==> config.mk <==
export PLATFORM = sky130hd
export DESIGN_NAME = pipe_hazard_ctrl
export DESIGN_NICKNAME = d
export VERILOG_FILES = /design/src/rtl/hz_pkg.sv /design/src/rtl/hz_pc_steer.sv /design/src/rtl/hz_stage_track.sv /design/src/rtl/hz_fwd_unit.sv /design/src/rtl/pipe_hazard_ctrl.sv
export SDC_FILE = /design/constraint.sdc
export NUM_CORES = 1
export LEC_CHECK = 0
export BUFFER_PORTS_ARGS = -buffer_cell sky130_fd_sc_hd__buf_2
export CAP_MARGIN = 30
export CORE_MARGIN = 3
export CORE_UTILIZATION = 29
export DETAILED_ROUTE_END_ITERATION = 10
export MAX_ROUTING_LAYER = met4
export PLACE_DENSITY = 0.58
export SETUP_SLACK_MARGIN = 0.02
export SLEW_MARGIN = 10
export SYNTH_ARGS = -nofsm -noshare
export SYNTH_HDL_FRONTEND = slang
export SYNTH_SLANG_ARGS = --single-unit
==> constraint.sdc <==
create_clock -name clk -period 2.55 [get_ports clk]
set_input_delay 0.3825 -clock clk [delete_from_list [all_inputs] [get_ports clk]]
set_output_delay 0.3825 -clock clk [all_outputs]
set_load 0.05 [all_outputs]
==> src/rtl/hz_pkg.sv <==
package hz_pkg;

  typedef enum logic {
    OPND_FROM_RF = 1'b0,
    OPND_FROM_WB = 1'b1
  } opnd_src_e;

  typedef enum logic {
    NPC_SEQ    = 1'b0,
    NPC_TARGET = 1'b1
  } npc_sel_e;

endpackage

==> src/rtl/hz_pc_steer.sv <==
module hz_pc_steer
  import hz_pkg::*;
#(
  parameter int unsigned XLEN       = 32,
  parameter logic [XLEN-1:0] RESET_VEC = '0,
  parameter int unsigned INSN_BYTES = 4
) (
  input  logic            clk,
  input  logic            rst,
  input  logic            redirect,
  input  logic [XLEN-1:0] target,
  output logic [XLEN-1:0] fetch_pc,
  output npc_sel_e        npc_sel
);

  localparam logic [XLEN-1:0] STEP = XLEN'(INSN_BYTES);

  logic [XLEN-1:0] pc_q;
  logic [XLEN-1:0] pc_next;

  always_comb begin
    npc_sel = redirect ? NPC_TARGET : NPC_SEQ;
    pc_next = (npc_sel == NPC_TARGET) ? target : pc_q + STEP;
  end

  always_ff @(posedge clk) begin
    if (rst) pc_q <= RESET_VEC;
    else     pc_q <= pc_next;
  end

  assign fetch_pc = pc_q;


  redirect_lands_chk: assert property (@(posedge clk) disable iff (rst)
    redirect |=> (fetch_pc == $past(target)));


  seq_step_chk: assert property (@(posedge clk) disable iff (rst)
    !redirect |=> (fetch_pc == $past(fetch_pc) + STEP));

endmodule

==> src/rtl/hz_stage_track.sv <==
module hz_stage_track #(
  parameter int unsigned RAW = 5
) (
  input  logic           clk,
  input  logic           rst,
  input  logic           flush,
  input  logic [RAW-1:0] dec_rs1,
  input  logic [RAW-1:0] dec_rs2,
  input  logic [RAW-1:0] dec_rd,
  input  logic           dec_wen,
  output logic           fd_valid,
  output logic           ex_valid,
  output logic           wb_valid,
  output logic [RAW-1:0] ex_rs1,
  output logic [RAW-1:0] ex_rs2,
  output logic [RAW-1:0] wb_rd,
  output logic           wb_wen
);

  logic [RAW-1:0] ex_rd;
  logic           ex_wen;

  // Valid chain: squash the decode slot and the in-flight fetch on flush.
  always_ff @(posedge clk) begin
    if (rst) begin
      fd_valid <= 1'b0;
      ex_valid <= 1'b0;
      wb_valid <= 1'b0;
    end else begin
      fd_valid <= !flush;
      ex_valid <= fd_valid && !flush;
      wb_valid <= ex_valid;
    end
  end

  // Register indices travel alongside; valid bits gate their use.
  always_ff @(posedge clk) begin
    if (rst) begin
      ex_rs1 <= '0;
      ex_rs2 <= '0;
      ex_rd  <= '0;
      ex_wen <= 1'b0;
      wb_rd  <= '0;
      wb_wen <= 1'b0;
    end else begin
      ex_rs1 <= dec_rs1;
      ex_rs2 <= dec_rs2;
      ex_rd  <= dec_rd;
      ex_wen <= dec_wen;
      wb_rd  <= ex_rd;
      wb_wen <= ex_wen;
    end
  end


  squash_pair_chk: assert property (@(posedge clk) disable iff (rst)
    flush |=> (!fd_valid && !ex_valid));


  steady_flow_chk: assert property (@(posedge clk) disable iff (rst)
    (fd_valid && !flush) |=> ex_valid);


  bubble_carry_chk: assert property (@(posedge clk) disable iff (rst)
    !ex_valid |=> !wb_valid);

endmodule

==> src/rtl/hz_fwd_unit.sv <==
module hz_fwd_unit
  import hz_pkg::*;
#(
  parameter int unsigned RAW     = 5,
  parameter int unsigned NUM_SRC = 2
) (
  input  logic                          clk,
  input  logic                          rst,
  input  logic [NUM_SRC-1:0][RAW-1:0]   src_idx,
  input  logic                          wb_valid,
  input  logic                          wb_wen,
  input  logic [RAW-1:0]                wb_rd,
  output opnd_src_e [NUM_SRC-1:0]       src_sel
);

  logic wb_live;
  assign wb_live = wb_valid && wb_wen && (wb_rd != '0);

  for (genvar g = 0; g < NUM_SRC; g++) begin : g_src
    always_comb begin
      src_sel[g] = OPND_FROM_RF;
      if (wb_live && (wb_rd == src_idx[g])) src_sel[g] = OPND_FROM_WB;
    end


    no_zero_fwd_chk: assert property (@(posedge clk) disable iff (rst)
      (src_sel[g] == OPND_FROM_WB) |-> (src_idx[g] != '0));


    fwd_needs_live_chk: assert property (@(posedge clk) disable iff (rst)
      (src_sel[g] == OPND_FROM_WB) |-> (wb_valid && wb_wen));
  end

endmodule

==> src/rtl/pipe_hazard_ctrl.sv <==
module pipe_hazard_ctrl
  import hz_pkg::*;
#(
  parameter int unsigned XLEN       = 32,
  parameter int unsigned RAW        = 5,
  parameter logic [XLEN-1:0] RESET_VEC = 32'h0000_0000,
  parameter int unsigned INSN_BYTES = 4
) (
  input  logic            clk,
  input  logic            rst,
  input  logic [RAW-1:0]  dec_rs1,
  input  logic [RAW-1:0]  dec_rs2,
  input  logic [RAW-1:0]  dec_rd,
  input  logic            dec_wen,
  input  logic            ex_taken,
  input  logic [XLEN-1:0] ex_target,
  output logic [XLEN-1:0] fetch_pc,
  output logic            npc_sel,
  output logic            fd_valid,
  output logic            ex_valid,
  output logic            wb_valid,
  output logic            kill_fd,
  output logic            kill_fetch,
  output logic            fwd_sel_a,
  output logic            fwd_sel_b,
  output logic            rf_we,
  output logic [RAW-1:0]  rf_waddr
);

  localparam int unsigned NUM_SRC = 2;

  logic           flush;
  logic [RAW-1:0] ex_rs1, ex_rs2, wb_rd;
  logic           wb_wen;
  npc_sel_e       npc_sel_e_w;
  opnd_src_e [NUM_SRC-1:0] src_sel;
  logic [NUM_SRC-1:0][RAW-1:0] src_idx;

  // A taken flag only counts when execute holds a live instruction.
  assign flush = ex_valid && ex_taken;

  hz_pc_steer #(
    .XLEN      (XLEN),
    .RESET_VEC (RESET_VEC),
    .INSN_BYTES(INSN_BYTES)
  ) u_pc (
    .clk     (clk),
    .rst     (rst),
    .redirect(flush),
    .target  (ex_target),
    .fetch_pc(fetch_pc),
    .npc_sel (npc_sel_e_w)
  );

  hz_stage_track #(.RAW(RAW)) u_track (
    .clk     (clk),
    .rst     (rst),
    .flush   (flush),
    .dec_rs1 (dec_rs1),
    .dec_rs2 (dec_rs2),
    .dec_rd  (dec_rd),
    .dec_wen (dec_wen),
    .fd_valid(fd_valid),
    .ex_valid(ex_valid),
    .wb_valid(wb_valid),
    .ex_rs1  (ex_rs1),
    .ex_rs2  (ex_rs2),
    .wb_rd   (wb_rd),
    .wb_wen  (wb_wen)
  );

  assign src_idx[0] = ex_rs1;
  assign src_idx[1] = ex_rs2;

  hz_fwd_unit #(.RAW(RAW), .NUM_SRC(NUM_SRC)) u_fwd (
    .clk     (clk),
    .rst     (rst),
    .src_idx (src_idx),
    .wb_valid(wb_valid),
    .wb_wen  (wb_wen),
    .wb_rd   (wb_rd),
    .src_sel (src_sel)
  );

  assign npc_sel    = (npc_sel_e_w == NPC_TARGET);
  assign kill_fetch = flush;
  assign kill_fd    = flush && fd_valid;
  assign fwd_sel_a  = (src_sel[0] == OPND_FROM_WB);
  assign fwd_sel_b  = (src_sel[1] == OPND_FROM_WB);
  assign rf_we      = wb_valid && wb_wen;
  assign rf_waddr   = wb_rd;


  second_bubble_chk: assert property (@(posedge clk) disable iff (rst)
    flush |=> !ex_valid ##1 !ex_valid);


  killed_no_write_chk: assert property (@(posedge clk) disable iff (rst)
    (flush && fd_valid) |-> ##2 !rf_we);


  dead_taken_chk: assert property (@(posedge clk) disable iff (rst)
    (!ex_valid && fd_valid) |=> ex_valid);

endmodule

Word-level counts from Yosys, hierarchy flattened:

Index checks and enable logic that the tools add are counted.
W data, S select, Z words.

* flip-flop bits (word level): 57
* word-level logic and storage cells: 26
* bits of input ports: 51

* reduce and logical (&&, ||, !) cells: 9
* muxes and demuxes: 4
* add/sub/neg operators: 1
* equal/unequal tests: 2

Operator list (count)
* $add A32 B3 Y32 const B: 1
* $mux W32: 1
* $eq A5 B5 Y1: 2
* $logic_and A1 B1 Y1: 7
* $reduce_bool A5 Y1: 1
* $mux W1: 3
* $logic_not A1 Y1: 1

Longest topological paths before layout:

* word-level depth: 4
* gate-level depth with buffers: 6
* mapped depth without buffers: 5

By module:

Synthesis repeated with hierarchy kept, for this count alone.

* cell total of the unflattened synthesis: 285
* area total of the unflattened synthesis: 2590.0 um^2

Modules (own cells, without submodules)
* hz_pc_steer: cells an instance 214, sequential area each 640.6 um^2, area an instance 1759.2 um^2, instances 1
* hz_stage_track: cells an instance 52, sequential area each 500.5 um^2, area an instance 681.9 um^2, instances 1
* hz_fwd_unit: cells an instance 16, sequential area each 0.0 um^2, area an instance 130.1 um^2, instances 1
* pipe_hazard_ctrl: cells an instance 3, sequential area each 0.0 um^2, area an instance 18.8 um^2, instances 1

Worst setup path after synthesis:

No wires, ideal clock.

* kind: register to output
* start: register u_track.wb_valid
* end: output port fwd_sel_a
* path slack: -742 ps
* path buffers: 0
* data required time: 2168 ps
* cell stages (with the launch flop): 4
* data arrival time: 2910 ps
* path through: dfxtp_1 -> and2_1 -> o21ai_0 -> nor4_1

* longest elaborated chain between the ends: 4

RTL lines
* from (decl): RTL line hz_stage_track.sv:13 `output logic wb_valid,`
* from (signal assigned): RTL line hz_stage_track.sv:32 `wb_valid <= ex_valid;`
* $logic_and A1 B1 Y1
* net rf_we: RTL line pipe_hazard_ctrl.sv:26 `output logic rf_we,`
* $logic_and A1 B1 Y1: RTL line hz_fwd_unit.sv:17 `assign wb_live = wb_valid && wb_wen && (wb_rd != '0);`
* $logic_and A1 B1 Y1: RTL line hz_fwd_unit.sv:22 `if (wb_live && (wb_rd == src_idx[g])) src_sel[g] = OPND_FROM_WB;`
* $mux W1: RTL line hz_fwd_unit.sv:22
* to (decl): RTL line pipe_hazard_ctrl.sv:24 `output logic fwd_sel_a,`

The timed path passes the listed nets, and every way through them passes these cells.

Worst setup path after layout:

* start: register u_track.wb_rd[0]
* end: output port fwd_sel_a

* longest elaborated chain between the ends: 4
* elaborated cells on any way between the ends: 5

RTL lines
* from (decl): RTL line hz_stage_track.sv:16 `output logic [RAW-1:0] wb_rd,`
* from (signal assigned): RTL line hz_stage_track.sv:50 `wb_rd <= ex_rd;`
* $reduce_bool A5 Y1: RTL line hz_fwd_unit.sv:17
* $logic_and A1 B1 Y1: RTL line hz_fwd_unit.sv:17
* $logic_and A1 B1 Y1 (*): RTL line hz_fwd_unit.sv:22
* $mux W1 (*): RTL line hz_fwd_unit.sv:22

Every way passes the cells marked *; elsewhere a longest branch is shown, timed or not.

==> metrics.txt <==
status finished, final reports clean; length of the first detailed-routing pass in iterations 4; Worst Clk Skew approximately 0.008 ns; mux share of post-synthesis cell area 0; worst skew pair latency around 0.32 ns; Final nets about 430; capture instance of the worst register-to-register path u_pc.fetch_pc[20]$_SDFF_PP0_; number of buffers added by the clock tree synthesis step 9; fmax around 0.47 GHz; area of the mapped netlist ~2500 sq um; standard cell with the maximum stage delay on the critical path sky130_fd_sc_hd__or4_1; total die area 9910 sq um; launch point of the worst hold path dec_wen; worst hold path stage count 2; final critical-path share of the clock period 0.838; synthesized-area fraction occupied by xor and xnor cells 0.0759; pin count of the biggest net entering global routing just over 60; hold path endpoint u_track.ex_wen$_SDFF_PP0_; r2r worst-path depth 6; footprint of the multi-input gates 1350 sq um; Cells after DPL approximately 470; total wire length 7060 microns; Static Leak about 1.4 nW; share of flip-flops with an asynchronous set or reset after synthesis 0; initial standard-cell utilization of the core 0.304; sequence of cells on the critical path or4_1 -> o21ai_0 -> buf_4 -> nor4_4 -> buf_2; adder and majority gate portion of the synthesized area 0.00493; CTS Hold Buffers Added 0; area occupied by registers 1140 sq um; arrival time of data at the critical path endpoint about 1.8 ns; number of hold violations in the final report 0; YS warnings 0; worst-case vdd ir drop roughly 0.00032 V; total power density per cell area ~650 nW/um^2; critical path capture point type output pin; # IOs 97; Worst Tran Pin Value slightly below 0.6 ns; GRT Resource Usage Total 0.150; cell count after synthesis 284; Yosys cell types 35; RSZ-0062 raised after global routing false; post-detail-place hpwl between 5000 and 6000 microns; max_slew headroom 0.606; number of max-cap violations 0; Routed wire per std cell between 10 and 15 microns; Post-Syn Area per Cell ~8.9 sq um; Final Wtd Congestion about 0.8; r2r startpoint u_pc.fetch_pc[2]$_SDFF_PP0_; first-pass GRT wire length between 10000 and 15000 microns; core area around 8300 sq um; antenna violations before repair 0; CTS tree built; fin crit period about 2.1 ns; # Post-CTS Setup Buffers 0; register bit count reported by yosys 57; Final ANT Viol Nets 0; total grt overflow 0; number of DRC markers after the initial detailed-route iteration a little under 80; die height 99.5 microns; Post-Route Utilization 0.402; maximum fanout along the worst path 4; most frequently used flop master after synthesis sky130_fd_sc_hd__dfxtp_1; setup violators final 0; reg2reg setup slack approximately 0.52 ns; Area Growth Syn to Fin 32.1%; Layout fillers slightly below 900; fin. max-slew vios 0; vias in the first global route about 2300; post-route total power between 2 and 2.5 mW; number of H-tree branching levels 3; final std cells w/o fill approximately 490; Worst setup SP type flip-flop; Antenna diodes 0; total via count after detailed routing 2455; Clk Tree Root Cell sky130_fd_sc_hd__clkbuf_8; die width roughly 100 microns; # resized after CTS 0; CTS sink count 57; post-synthesis sequential area ratio 0.450; simple-gate share of the synthesized area 0.293; detailed-route vias per instance roughly 5; clock tree buffer depth 2; dominant combinational cell family by area after synthesis simple AND/OR/NAND/NOR gates; number of synthesized flops with an enable pin 0; Syn Nets around 340; delay of the slowest cell on the worst path ~0.51 ns; placement row count 33; type of the most critical hold path in2reg; clock transition at the registers of the reported paths 0.06 ns; share of post-route cells with drive strength above 1 0.331; port buffer count 96; post-synthesis compound-gate area fraction 0.146; number of remaining DRC errors 0; post-route setup TNS 0 ns; required time of the critical path around 2.2 ns; Setup Crit Path Kind reg2out
[layout by cell type, fill, tap and decap left out, types with 4 or more instances in the layout]
master and count:
sky130_fd_sc_hd__buf_4 5, sky130_fd_sc_hd__and4_1 10, sky130_fd_sc_hd__nor2b_1 23, sky130_fd_sc_hd__buf_2 96, sky130_fd_sc_hd__a211oi_1 11, sky130_fd_sc_hd__or3_1 4
sky130_fd_sc_hd__nand2_1 15, sky130_fd_sc_hd__nor3_1 9, sky130_fd_sc_hd__nor2_1 12, sky130_fd_sc_hd__a31oi_1 7, sky130_fd_sc_hd__o21ai_0 23, sky130_fd_sc_hd__and3_1 4
sky130_fd_sc_hd__nand4_1 10, sky130_fd_sc_hd__or4_1 7, sky130_fd_sc_hd__clkbuf_8 11, sky130_fd_sc_hd__a21oi_1 10, sky130_fd_sc_hd__nor4_1 4, sky130_fd_sc_hd__xnor2_1 11
sky130_fd_sc_hd__dfxtp_1 57, sky130_fd_sc_hd__nand3_1 15, sky130_fd_sc_hd__o31ai_1 5, sky130_fd_sc_hd__xor2_1 11
[layer usage]
metal / part of all wire / global-route usage / vias to the layer above / routed length, microns
li1: - / - / 1243 / -
met1: 0.46 / 0.195 / 1111 / 3280
met3: 0.068 / 0.0491 / 9 / 481
met5: 0 / - / - / 0
met2: 0.46 / 0.224 / 92 / 3220
met4: 0.013 / 0.0410 / 0 / 89
[cells in the mapped netlist, types with 7 or more instances]
library cell               instances  area share
sky130_fd_sc_hd__a31oi_1           7       0.017
sky130_fd_sc_hd__nor2_1           12       0.018
sky130_fd_sc_hd__and4_1           10       0.035
sky130_fd_sc_hd__xnor2_1          11       0.038
sky130_fd_sc_hd__dfxtp_1          57        0.45
sky130_fd_sc_hd__nor3_1            9       0.018
sky130_fd_sc_hd__nand2_1          16       0.024
sky130_fd_sc_hd__xor2_1           11       0.038
sky130_fd_sc_hd__a211oi_1         11       0.033
sky130_fd_sc_hd__or4_1             7       0.021
sky130_fd_sc_hd__o21ai_0          23       0.045
sky130_fd_sc_hd__nand3_1          15       0.030
sky130_fd_sc_hd__nand4_1          10       0.025
sky130_fd_sc_hd__clkbuf_1         14       0.021
sky130_fd_sc_hd__a21oi_1          10       0.020
sky130_fd_sc_hd__nor2b_1          23       0.057
[sequential cells by signal, summed over array words and instances (netlist names)]
| name | count |
|---|---|
| u_track.wb_wen | 1 |
| u_track.wb_rd | 5 |
| u_track.ex_wen | 1 |
| u_track.fd_valid | 1 |
| u_track.ex_rs1 | 5 |
| u_pc.fetch_pc | 32 |
| u_track.ex_rs2 | 5 |
| u_track.ex_rd | 5 |
| u_track.ex_valid | 1 |
| u_track.wb_valid | 1 |
[per-stage QoR]
step	worst slack [ns]	hold slack, ns	cell area [sq um]
5_1_grt	0.333	0.262	3350
6_report	0.414	0.271	3350
3_3_place_gp	0.615	0.417	3160
2_1_floorplan	0.170	0.414	2570
4_1_cts	0.381	0.251	3350
3_5_place_dp	0.538	0.424	3160
[where the power goes]
group,internal [mW],switching [mW],leakage (nW),total [mW]
registers,0.943,0.0564,0.469,0.999
logic,0.108,0.234,0.832,0.342
clock network,0.496,0.338,0.102,0.834
[cells by family after synthesis]
group / Yosys count
compound gates: 61
fa+ha+maj: 1
flops: 57
simple gates: 124
xor+xnor: 22
buf+inv: 19
[area by class of cell]
type,instances,area share
Clock buffer,12,0.0463
Inverter,3,0.00336
Timing Repair Buffer,101,0.155
Multi-Input combinational cell,208,0.404
Clock inverter,3,0.0119
Tap cell,105,0.0392
Sequential cell,57,0.341
[worst max-delay path by stage]
stage / startpoint / to / slack (ns) / cells after the start
2_1_floorplan: u_track.wb_valid$_SDFF_PP0_ / fwd_sel_a / 0.17 / 3
3_3_place_gp: u_pc.fetch_pc[4]$_SDFF_PP0_ / u_pc.fetch_pc[19]$_SDFF_PP0_ / 0.62 / 4
3_5_place_dp: u_pc.fetch_pc[2]$_SDFF_PP0_ / u_pc.fetch_pc[20]$_SDFF_PP0_ / 0.54 / 6
4_1_cts: u_track.wb_rd[0]$_SDFF_PP0_ / fwd_sel_b / 0.38 / 5
5_1_grt: u_track.wb_rd[0]$_SDFF_PP0_ / fwd_sel_a / 0.33 / 5
6_report: u_track.wb_rd[0]$_SDFF_PP0_ / fwd_sel_a / 0.41 / 5
[worst max-delay path: cells and delay by family (launching register included)]
family	cells	cell delay (ns)
and+or+nand+nor	2	0.55
buffers and inverters	2	0.37
DFF	1	0.36
AOI/OAI and AO/OA	1	0.15
Power figures use the tool's default switching activity.
